## src/rtl/mloop_addr_upd.sv

```systemverilog
module mloop_addr_upd #(
  parameter int AW      = 32,
  parameter int OFF_LSB = 10,
  parameter int OFF_MSB = 29
) (
  input  logic          clk,
  input  logic          rst_n,
  input  logic          map_en,
  input  logic [31:0]   desc_w2,
  input  logic [AW-1:0] cur_src,
  input  logic [AW-1:0] cur_dst,
  input  logic [AW-1:0] src_last,
  input  logic [AW-1:0] dst_last,
  input  logic          minor_done,
  input  logic          major_done,
  output logic [31:0]   byte_cnt,
  output logic [AW-1:0] next_src,
  output logic [AW-1:0] next_dst,
  output logic          upd_valid
);
  localparam int OFF_W = OFF_MSB - OFF_LSB + 1;
  localparam int LONG_W = OFF_MSB + 1;

  logic          src_sel, dst_sel;
  logic [AW-1:0] off_ext, src_sum, dst_sum;

  assign src_sel = map_en & desc_w2[31];
  assign dst_sel = map_en & desc_w2[30];
  assign off_ext = {{(AW-OFF_W){desc_w2[OFF_MSB]}}, desc_w2[OFF_MSB:OFF_LSB]};

  always_comb begin
    if (!map_en)
      byte_cnt = desc_w2;
    else if (desc_w2[31] | desc_w2[30])
      byte_cnt = {{(32-OFF_LSB){1'b0}}, desc_w2[OFF_LSB-1:0]};
    else
      byte_cnt = {{(32-LONG_W){1'b0}}, desc_w2[LONG_W-1:0]};
  end

  assign src_sum = major_done ? cur_src + src_last
                 : (src_sel ? cur_src + off_ext : cur_src);
  assign dst_sum = major_done ? cur_dst + dst_last
                 : (dst_sel ? cur_dst + off_ext : cur_dst);

  always_ff @(posedge clk or negedge rst_n) begin
    if (!rst_n) begin
      next_src  <= '0;
      next_dst  <= '0;
      upd_valid <= 1'b0;
    end else begin
      upd_valid <= minor_done;
      if (minor_done) begin
        next_src <= src_sum;
        next_dst <= dst_sum;
      end
    end
  end
endmodule

```

## config.mk

```make
export PLATFORM = sky130hd
export DESIGN_NAME = mloop_addr_upd
export DESIGN_NICKNAME = d
export VERILOG_FILES = /design/src/rtl/mloop_addr_upd.sv
export SDC_FILE = /design/constraint.sdc
export NUM_CORES = 1
export LEC_CHECK = 0
export BUFFER_PORTS_ARGS = -buffer_cell sky130_fd_sc_hd__buf_2
export CORE_ASPECT_RATIO = 1.4
export CORE_MARGIN = 2
export CORE_UTILIZATION = 43
export DETAILED_ROUTE_END_ITERATION = 8
export PLACE_DENSITY = 0.67
export SLEW_MARGIN = 30
export SYNTH_ARGS = -nofsm -noshare
export SYNTH_HDL_FRONTEND = slang
export SYNTH_SLANG_ARGS = --single-unit
export TNS_END_PERCENT = 1
```

## constraint.sdc

```tcl
create_clock -name clk -period 1.75 [get_ports clk]
set_clock_uncertainty 0.1 [all_clocks]
set_input_delay 0.35 -clock clk [delete_from_list [all_inputs] [get_ports clk]]
set_output_delay 0.35 -clock clk [all_outputs]
set_load 0.05 [all_outputs]
```

==> flow_metrics.env, run 1 <==
export IMPL_synth_top_cell_area_share_pct=16.4
export IMPL_synth_area_sq_um=9930
export IMPL_die_h_um=184
export IMPL_fp_dieW_um=132
export IMPL_arrival_ns=2.83
export IMPL_status="finished, violations left"
export IMPL_finish_utilization_pct=67.9
export IMPL_portBuffers=241
export IMPL_place_area_sq_um=14400
export IMPL_grt_max_degree=66
export IMPL_clock_latency_ns=0.36
export IMPL_met3_usage_pct=4.14
export IMPL_maxSlewViolCount=0
export IMPL_drv_cap=0
export IMPL_crit_path_max_fanout=4
export IMPL_synth_cell_types=83
export IMPL_dp_hpwl_mm=31.2
export IMPL_synth_area_top_cells="dfrtp_1, ha_1, a21oi_1"
export IMPL_num_vias=12700
export IMPL_viasPerCell=5.68
export IMPL_core_area_sq_um=22600
export IMPL_wl_per_cell_um=17.6
export IMPL_drt_first_pass_iters=5
export IMPL_diodes=0
export IMPL_path_cells="buf_2 -> ha_1 -> a211oi_2 -> o311a_1 -> o31ai_4 -> o211ai_2 -> and2_4 -> o41ai_4 -> buf_4 -> xnor2_1 -> a21oi_1 -> a32o_1"
export IMPL_ys_seq_elements=65
export IMPL_required_ns=1.88
export IMPL_areaGrowthSynthToFinish_pct=54.7
export IMPL_ios=262
export IMPL_cts_sinks=65
export IMPL_synth_seq_area_share_pct=16.4
export IMPL_yosys_warnings=0
export IMPL_cpMaxStageDelayCell="o311a_1"
export IMPL_clockRootBuffer="clkbuf_16"
export IMPL_gp_congestion=0.975
export IMPL_vdd_ir_drop_max_uv=485
export IMPL_drcViolationCount=0
export IMPL_period_share_pct=154
export IMPL_rows=65
export IMPL_cts_tree="yes"
export IMPL_die_area_sq_um=24300
export IMPL_synth_cells=1331
export IMPL_cp_start_kind="input pin"
export IMPL_timing_final_ws_setup_ns=-0.944
export IMPL_detail_route_antenna_nets=0
export IMPL_fin_nets=2224
export IMPL_post_route_cell_area_sq_um=15400
export IMPL_violations="negative setup slack"
export IMPL_synth_async_reset_ratio_pct=100
export IMPL_syn_nets=1624
export IMPL_max_slew_margin_pct=69.1
export IMPL_leakagePower_nw=7.52
export IMPL_grtUsageTotal_pct=31.5
export IMPL_grt_overflow=0
export IMPL_rsz0062_at_grt="true"
export IMPL_top_usage_layer="met2"
export IMPL_p_per_area_nw_per_um2=646
export IMPL_synth_top_area_cell="dfrtp_1"
export IMPL_grt_pass1_wl_mm=61.9
export IMPL_antenna_found_initial=0
export IMPL_max_stage_delay_ns=0.35
export IMPL_cts_path_max_buffers=2
export IMPL_htreeDepth=3
export IMPL_fmax_mhz=371
export IMPL_synth_area_per_cell_sq_um=7.46
export IMPL_global_route_usage_met1_pct=37.1
export IMPL_tightest_slew_ns=0.461
export IMPL_synth_flop_cell="dfrtp_1"
export IMPL_setup_violations=55
export IMPL_cts_buffers=9
export IMPL_crit_type="in -> reg"
export IMPL_drt_iter0_drc=622
export IMPL_end_kind="flop"
export IMPL_clk_pin_slew_ns=0.06
export IMPL_worstHoldPathType="in -> reg"
export IMPL_wl_mm=39.3
export IMPL_fin_crit_ns=2.69
export IMPL_drive_above_1_share_pct=40.5
export IMPL_grt_pass1_vias=12700
export IMPL_synth_edf_count=0
export IMPL_hold_violations=0
export IMPL_start_util_pct=43.9
export IMPL_gr_usage_met2_pct=56.7
## layout by cell type (no fill, tap or decap), types with 9 or more instances in the layout
cell / n
and3_1: 30
o21bai_1: 12
nor2_1: 104
nor2b_1: 9
xor2_1: 36
nand2_1: 128
dfrtp_1: 65
nand4_1: 19
a211oi_1: 19
o21ai_1: 30
a21oi_2: 13
a211oi_2: 12
nand2b_1: 10
inv_1: 38
a31oi_1: 25
buf_4: 417
a21o_1: 48
o21a_1: 17
nor3_1: 20
o211ai_1: 25
a21oi_1: 165
o21ai_0: 59
clkbuf_4: 11
nand3_1: 31
buf_2: 218
ha_4: 10
ha_1: 112
clkbuf_16: 9
o22ai_1: 13
xnor2_1: 59
## cell usage after synthesis, drive strengths merged (5+ instances only)
library cell and count:
a311oi 6, a21o 49, a221o 5, or3 5, o211ai 26, nand2 130
nand2b 10, and2 9, buf 16, a2111oi 5, a31oi 28, a21oi 179
o21a 17, nor3 22, a211oi 34, ha 124, o22ai 14, xor2 36
nand4 19, clkbuf 59, xnor2 63, o31ai 7, and3 31, inv 38
mux2 8, o21bai 12, nor2 106, dfrtp 65, nand3 31, nor2b 10
a221oi 6, o21ai 95
## per-stage QoR
step | instances | power [W] | TNS (ns) | setup WS (ns) | hold WS (ns)
2_1_floorplan | 1331 | 0.00552 | -41.90 | -1.03 | -0.0456
3_3_place_gp | 2210 | 0.00779 | -63.22 | -1.43 | 0.292
3_5_place_dp | 2210 | 0.00786 | -65.50 | -1.46 | 0.294
4_1_cts | 2235 | 0.00980 | -33.84 | -0.895 | 0.118
5_1_grt | 2236 | 0.0105 | -43.10 | -1.10 | 0.146
6_report | 2236 | 0.00992 | -35.11 | -0.944 | 0.127
## repair_timing
action,4_1_cts,5_1_grt
endpoints found under the setup margin,77,73
hold endpoints to repair,65,0
gates resized for setup,87,47
pin swaps,51,14
setup buffers,9,1
hold buffers,1,0
## metal layers
layer	wire length [um]	vias to the layer above	part of all wire, %
met5	0	-	0
met2	19600	429	50
met3	1940	111	4.9
li1	-	6179	-
met4	1520	0	3.9
met1	16200	5988	41
## report_power, final
part           switching, W  total (W)  internal [W]  leakage (nW)
Clock              0.000719    0.00171      0.000994         0.124
Sequential         0.000158    0.00191       0.00175         0.747
Combinational       0.00361    0.00630       0.00269          6.65
Total               0.00449    0.00992       0.00543          7.52
## layout make-up
class,instances,area (sq um)
Clock buffer,15,258
Tap cell,301,377
Inverter,38,143
Timing Repair Buffer,664,4580
Fill cell,1982,7250
Sequential cell,65,1630
Multi-Input combinational cell,1153,8380
## kinds of logic after synthesis
| kind of cell | Yosys count | synth area share (%) |
|---|---|---|
| muxes | 12 | 1.31 |
| buffers and inverters | 113 | 4.65 |
| AOI/OAI and AO/OA | 526 | 34.4 |
| DFF | 65 | 16.4 |
| xor gates and xnor gates | 99 | 8.73 |
| and+or+nand+nor | 388 | 18.1 |
| adders and majority gates | 128 | 16.4 |
## worst max-delay path, delay by kind of cell
family | cells | cell delay, ns
xor gates and xnor gates | 1 | 0.11
AOI/OAI and AO/OA | 7 | 1.51
adders and majority gates | 1 | 0.33
and+or+nand+nor | 1 | 0.20
buffers and inverters | 2 | 0.32
## flip-flops by register name, summed over array words and instances (netlist names)
signal,flops
next_src,32
upd_valid,1
next_dst,32
## path summary, 6_finish.rpt
kind	endpoint	start	cells past startpoint	slack [ns]
max	next_src[31]	cur_src[1]	12	-0.94
min reg2reg	next_dst[0]	next_dst[0]	2	0.39
min	next_src[18]	minor_done	2	0.13
min in group asynchronous	next_dst[2]	rst_n	3	0.44
max reg2reg	next_src[23]	next_src[23]	1	0.79
max in group asynchronous	next_src[26]	rst_n	3	0.74
Power figures use the tool's default switching activity.
==> inputs of run 2 (changes only) <==
==> constraint.sdc (replaced) <==
create_clock -name clk -period 1.75 [get_ports clk]
set_clock_uncertainty 0.1 [all_clocks]
set_input_delay 0.2625 -clock clk [delete_from_list [all_inputs] [get_ports clk]]
set_output_delay 0.2625 -clock clk [all_outputs]
set_load 0.005 [all_outputs]
==> run 2 against run 1 <==
The flow still finishes with violations (negative setup slack). Count of clock-buffer cells in the layout unchanged. Via count is 0.52% higher. Final cell count fell by 0.22%. Global-route usage up 0.16 points. First-iteration DRC count rose by 9.8%. Core utilization fell by 0.13 points. Fmax up 4.2%. Critical path type unchanged. Highest routed layer unchanged.
==> flow_metrics.env, run 2 (synthesis gave the netlist of run 1 again) <==
export IMPL_status="finished, violations left"
export IMPL_violations="negative setup slack"
export IMPL_htreeDepth=3
export IMPL_fmax_mhz=387
export IMPL_viasPerCell=5.73
export IMPL_p_per_area_nw_per_um2=583
export IMPL_grt_pass1_wl_mm=62.3
export IMPL_ff2ff_path_depth=2
export IMPL_hold_start="cur_dst[20]"
export IMPL_gp_congestion=1.01
export IMPL_wl_mm=39.8
export IMPL_fin_cells=2231
export IMPL_tightest_slew_ns=0.497
export IMPL_reg_largest_list="next_dst: 32 flops, next_src: 32 flops, upd_valid: 1 flops"
export IMPL_start_util_pct=43.9
export IMPL_clockRootBuffer="clkbuf_16"
export IMPL_num_vias=12800
export IMPL_cp_start_kind="input pin"
export IMPL_path_cells="buf_2 -> ha_1 -> a211oi_2 -> o311a_1 -> o31ai_4 -> o211ai_2 -> and2_4 -> o41ai_4 -> buf_4 -> xnor2_1 -> a21oi_1 -> a32o_1"
export IMPL_required_ns=1.89
export IMPL_clock_latency_ns=0.35
export IMPL_die_area_sq_um=24300
export IMPL_dpl_cell_count=2208
export IMPL_grtUsageTotal_pct=31.7
export IMPL_arrival_ns=2.72
export IMPL_grt_overflow=0
export IMPL_clk_pin_slew_ns=0.06
export IMPL_cpMaxStageDelayCell="o311a_1"
export IMPL_timing_final_ws_setup_ns=-0.835
export IMPL_setup_violations=53
export IMPL_grt_pass1_vias=12800
export IMPL_place_area_sq_um=14400
export IMPL_max_stage_delay_ns=0.34
export IMPL_cts_path_max_buffers=2
export IMPL_fin_nets=2218
export IMPL_drcViolationCount=0
export IMPL_leakagePower_nw=7.47
export IMPL_ios=262
export IMPL_drive_above_1_share_pct=40.9
export IMPL_final_cell_mix="buf_4, buf_2, a21oi_1"
export IMPL_portBuffers=241
export IMPL_vdd_ir_drop_max_uv=489
export IMPL_drt_first_pass_iters=5
export IMPL_post_route_cell_area_sq_um=15300
export IMPL_antenna_found_initial=2
export IMPL_core_area_sq_um=22600
export IMPL_rsz0062_at_grt="true"
export IMPL_crit_type="in -> reg"
export IMPL_cts_tree="yes"
export IMPL_r2r_end="next_dst[28]"
export IMPL_wl_per_cell_um=17.9
export IMPL_r2r_slack_ns=0.74
export IMPL_worst_hold_path_num_cells=3
export IMPL_areaGrowthSynthToFinish_pct=54.4
export IMPL_rows=65
export IMPL_die_h_um=184
export IMPL_hold_violations=0
export IMPL_max_slew_margin_pct=66.5
export IMPL_detail_route_antenna_nets=0
export IMPL_fp_dieW_um=132
export IMPL_holdPathEnd="next_dst[20]"
export IMPL_dp_hpwl_mm=31.5
export IMPL_drv_cap=0
export IMPL_drt_iter0_drc=683
export IMPL_worstHoldPathType="in -> reg"
export IMPL_end_kind="flop"
export IMPL_r2r_start="next_dst[28]"
export IMPL_layout_commonest_cell="buf_4"
export IMPL_cts_sinks=65
export IMPL_cts_buffers=9
export IMPL_maxSlewViolCount=0
export IMPL_crit_path_max_fanout=4
export IMPL_period_share_pct=148
export IMPL_fin_crit_ns=2.58
export IMPL_grt_max_degree=71
[run 2: worst max-delay path by stage]
| stage | from | endpoint | cells after the start |
|---|---|---|---|
| detailed placement | cur_dst[0] | next_dst[28] | 12 |
| floorplan | desc_w2[10] | next_dst[28] | 11 |
| CTS | cur_dst[0] | next_dst[30] | 13 |
| finish | cur_src[1] | next_src[31] | 12 |
| global route | cur_dst[0] | next_dst[28] | 13 |
| global placement | cur_dst[0] | next_dst[28] | 12 |
[run 2: worst max-delay path, delay by kind of cell]
family          cells  cell delay (ns)
buf+inv             2             0.31
xor+xnor            1             0.10
fa+ha+maj           1             0.32
simple gates        1             0.20
compound gates      7             1.51
[run 2: per-stage QoR]
step                power, W  setup WS, ns  TNS, ns  utilization, %  hold WS (ns)
floorplan            0.00449        -0.938   -32.19               -        -0.133
global placement     0.00676         -1.35   -56.92            63.6         0.199
detailed placement   0.00684         -1.38   -58.40            63.6         0.198
CTS                  0.00879        -0.847   -27.66            67.0        0.0953
global route         0.00951        -0.939   -34.48            67.8         0.103
finish               0.00893        -0.835   -28.42            67.8         0.101
[run 2: area by class of cell]
type / count / area, sq um
well taps: 301 / 377
diodes: 1 / 2.50
repair buffers: 658 / 4460
fillers: 1965 / 7280
inverters: 38 / 143
flip-flops and latches: 65 / 1630
multi-input cells: 1153 / 8460
clock buffers: 15 / 258
[run 2: repair_timing]
action | 4_1_cts | 5_1_grt
gates resized for setup | 96 | 42
endpoints found under the setup margin | 58 | 57
hold buffers | 1 | 0
pin swaps | 66 | 25
endpoints found under the hold margin | 65 | 0
setup buffers | 5 | 1
[run 2: where the power goes]
part           internal, W  switching, W  total [W]
Sequential         0.00175      0.000165    0.00192
Clock             0.000993      0.000717    0.00171
Combinational      0.00265       0.00265    0.00530
[run 2: per-layer routing]
metal  global-route usage [%]  vias to the layer above  share of wire, %
met5                        0                        -                 0
met4                     14.3                        0               4.3
met3                     3.75                      133               5.4
met2                     57.7                      453                50
met1                     37.0                     6016                40
li1                         -                     6171                 -
==> inputs of run 3 (changes only) <==
--- a/config.mk
+++ b/config.mk
@@ -8,9 +8,8 @@
 export BUFFER_PORTS_ARGS = -buffer_cell sky130_fd_sc_hd__buf_2
 export CORE_ASPECT_RATIO = 1.4
 export CORE_MARGIN = 2
-export CORE_UTILIZATION = 43
+export CORE_UTILIZATION = 35
 export DETAILED_ROUTE_END_ITERATION = 8
-export PLACE_DENSITY = 0.67
 export SLEW_MARGIN = 30
 export SYNTH_ARGS = -nofsm -noshare
 export SYNTH_HDL_FRONTEND = slang
==> run 3 against run 2 <==
The flow still finishes with violations (negative setup slack). Sequential power about the same. Core utilization fell by 13 points. Final cell count grew 3.0%. Design area increased by 0.40%. Register-to-register slack about the same. Setup slack got worse by 0.024 ns. Power rose by 0.49%. Via count shrank 2.1%. Wire length up 0.12%. Die area is 22% higher. Sequential share of layout area about the same. Non-clock buffer count is 7 lower. Largest power group unchanged.
==> flow_metrics.env, run 3 (synthesis gave the netlist of run 1 again) <==
export IMPL_max_slew_margin_pct=68.2
export IMPL_p_per_area_nw_per_um2=583
export IMPL_clkPwrFrac_pct=19.9
export IMPL_htreeDepth=3
export IMPL_antenna_found_initial=1
export IMPL_cts_tree="yes"
export IMPL_period_share_pct=149
export IMPL_dp_hpwl_mm=32.3
export IMPL_clockRootBuffer="clkbuf_16"
export IMPL_end_kind="flop"
export IMPL_portBuffers=241
export IMPL_global_route_usage_met1_pct=31.3
export IMPL_wl_per_cell_um=17.3
export IMPL_layout_commonest_cell="buf_4"
export IMPL_wl_mm=39.9
export IMPL_sequentialPowerShare_pct=21.4
export IMPL_tightest_slew_ns=0.476
export IMPL_hold_violations=0
export IMPL_whs_ns=0.146
export IMPL_vdd_ir_drop_max_uv=465
export IMPL_regArea_sq_um=1630
export IMPL_top_usage_layer="met2"
export IMPL_num_vias=12500
export IMPL_fillers=2747
export IMPL_cp_top_family="compound AO/OA/AOI/OAI gates"
export IMPL_die_h_um=203
export IMPL_areaGrowthSynthToFinish_pct=55.0
export IMPL_fin_nets=2211
export IMPL_grt_pass1_vias=12500
export IMPL_path_cells="buf_2 -> ha_1 -> nand2_1 -> o311a_1 -> o31ai_4 -> o211ai_2 -> and2_4 -> o41ai_4 -> buf_4 -> xnor2_1 -> a21oi_1 -> a32o_1"
export IMPL_timing_final_ws_setup_ns=-0.858
export IMPL_reg_largest_list="next_dst: 32 flops, next_src: 32 flops, upd_valid: 1 flops"
export IMPL_rsz0062_at_grt="true"
export IMPL_swShare_pct=39.4
export IMPL_drt_iter0_drc=752
export IMPL_fmax_mhz=383
export IMPL_timing_setup_tns_ns=-28.95
export IMPL_cp_start_kind="input pin"
export IMPL_gp_congestion=0.930
export IMPL_cts_sinks=65
export IMPL_grtUsageTotal_pct=26.3
export IMPL_finalPower_w=0.00897
export IMPL_p_int_w=0.00544
export IMPL_die_area_sq_um=29800
export IMPL_fp_dieW_um=146
export IMPL_start_util_pct=35.3
export IMPL_cpMaxStageDelayCell="o311a_1"
export IMPL_violations="negative setup slack"
export IMPL_required_ns=1.89
export IMPL_final_cell_mix="buf_4, buf_2, a21oi_1"
export IMPL_clock_latency_ns=0.35
export IMPL_gr_usage_met2_pct=48.0
export IMPL_crit_path_max_fanout=3
export IMPL_ios=262
export IMPL_grt_overflow=0
export IMPL_comb_power_share_pct=58.7
export IMPL_detail_route_antenna_nets=0
export IMPL_setup_violations=53
export IMPL_fin_crit_ns=2.61
export IMPL_worstHoldPathType="in -> reg"
export IMPL_core_area_sq_um=28100
export IMPL_drt_first_pass_iters=5
export IMPL_drcViolationCount=0
export IMPL_drv_cap=0
export IMPL_cts_buffers=9
export IMPL_leakagePower_nw=7.48
export IMPL_max_stage_delay_ns=0.39
export IMPL_rows=73
export IMPL_clk_pin_slew_ns=0.05
export IMPL_grt_max_degree=50
export IMPL_switching_power_w=0.00353
export IMPL_drive_above_1_share_pct=40.8
export IMPL_post_cts_buffers=0
export IMPL_viasPerCell=5.44
export IMPL_maxSlewViolCount=0
export IMPL_multi_input_area_sq_um=8430
export IMPL_cts_path_max_buffers=2
export IMPL_grt_pass1_wl_mm=62.9
export IMPL_met3_usage_pct=2.42
export IMPL_crit_buf_inv=2
export IMPL_crit_type="in -> reg"
export IMPL_status="finished, violations left"
export IMPL_arrival_ns=2.75
run 3: layer usage:
metal	vias to the layer above	part of all wire [%]
met5	-	0
met4	0	4.2
met3	95	4.2
met2	362	50
met1	5894	42
li1	6155	-
run 3: worst register-to-register path, stage by stage, from the launching register on:
cell and delay, ns:
dfrtp_1 0.41, or2_2 0.28, o311a_1 0.10
run 3: layout make-up:
cell class,instances,area share [%]
multi-input combinational,1153,54.8
timing repair buffer,651,28.9
sequential,65,10.6
tap,375,3.05
clock buffer,13,1.69
inverter,38,0.927
clock inverter,3,0.0976
antenna,1,0.0163
run 3: metrics by stage:
step	utilization, %	worst slack (ns)	cell area (sq um)	instances
6_report	54.7	-0.858	15400	2299
4_1_cts	54.0	-0.831	15200	2298
3_5_place_dp	51.7	-1.31	14500	2281
5_1_grt	54.7	-0.996	15400	2299
3_3_place_gp	51.7	-1.30	14500	2281
2_1_floorplan	-	-0.938	9970	1331
run 3: worst paths after layout:
| kind | from | endpoint | slack (ns) | depth (start not counted) |
|---|---|---|---|---|
| setup / recovery | cur_src[3] | next_src[31] | -0.86 | 12 |
| hold reg to reg | next_dst[1] | next_dst[1] | 0.39 | 2 |
| setup reg to reg | next_dst[28] | next_dst[28] | 0.75 | 2 |
| min in group asynchronous | rst_n | next_src[23] | 0.24 | 2 |
| max in group asynchronous | rst_n | next_src[10] | 0.72 | 3 |
| hold / removal | cur_dst[31] | next_dst[31] | 0.15 | 4 |
run 3: power by group through the flow:
stage	Combinational (W)	Clock, W	Sequential, W
6_report	0.00526	0.00179	0.00192
5_1_grt	0.00577	0.00188	0.00195
4_1_cts	0.00514	0.00183	0.00192
3_5_place_dp	0.00495	0	0.00195
3_3_place_gp	0.00489	0	0.00195
2_1_floorplan	0.00256	0	0.00193
run 3: timing repair:
action,CTS,global route
hold buffers,1,0
resized for setup,83,45
pin swaps,49,17
hold endpoints to repair,19,0
setup endpoints to repair,57,59
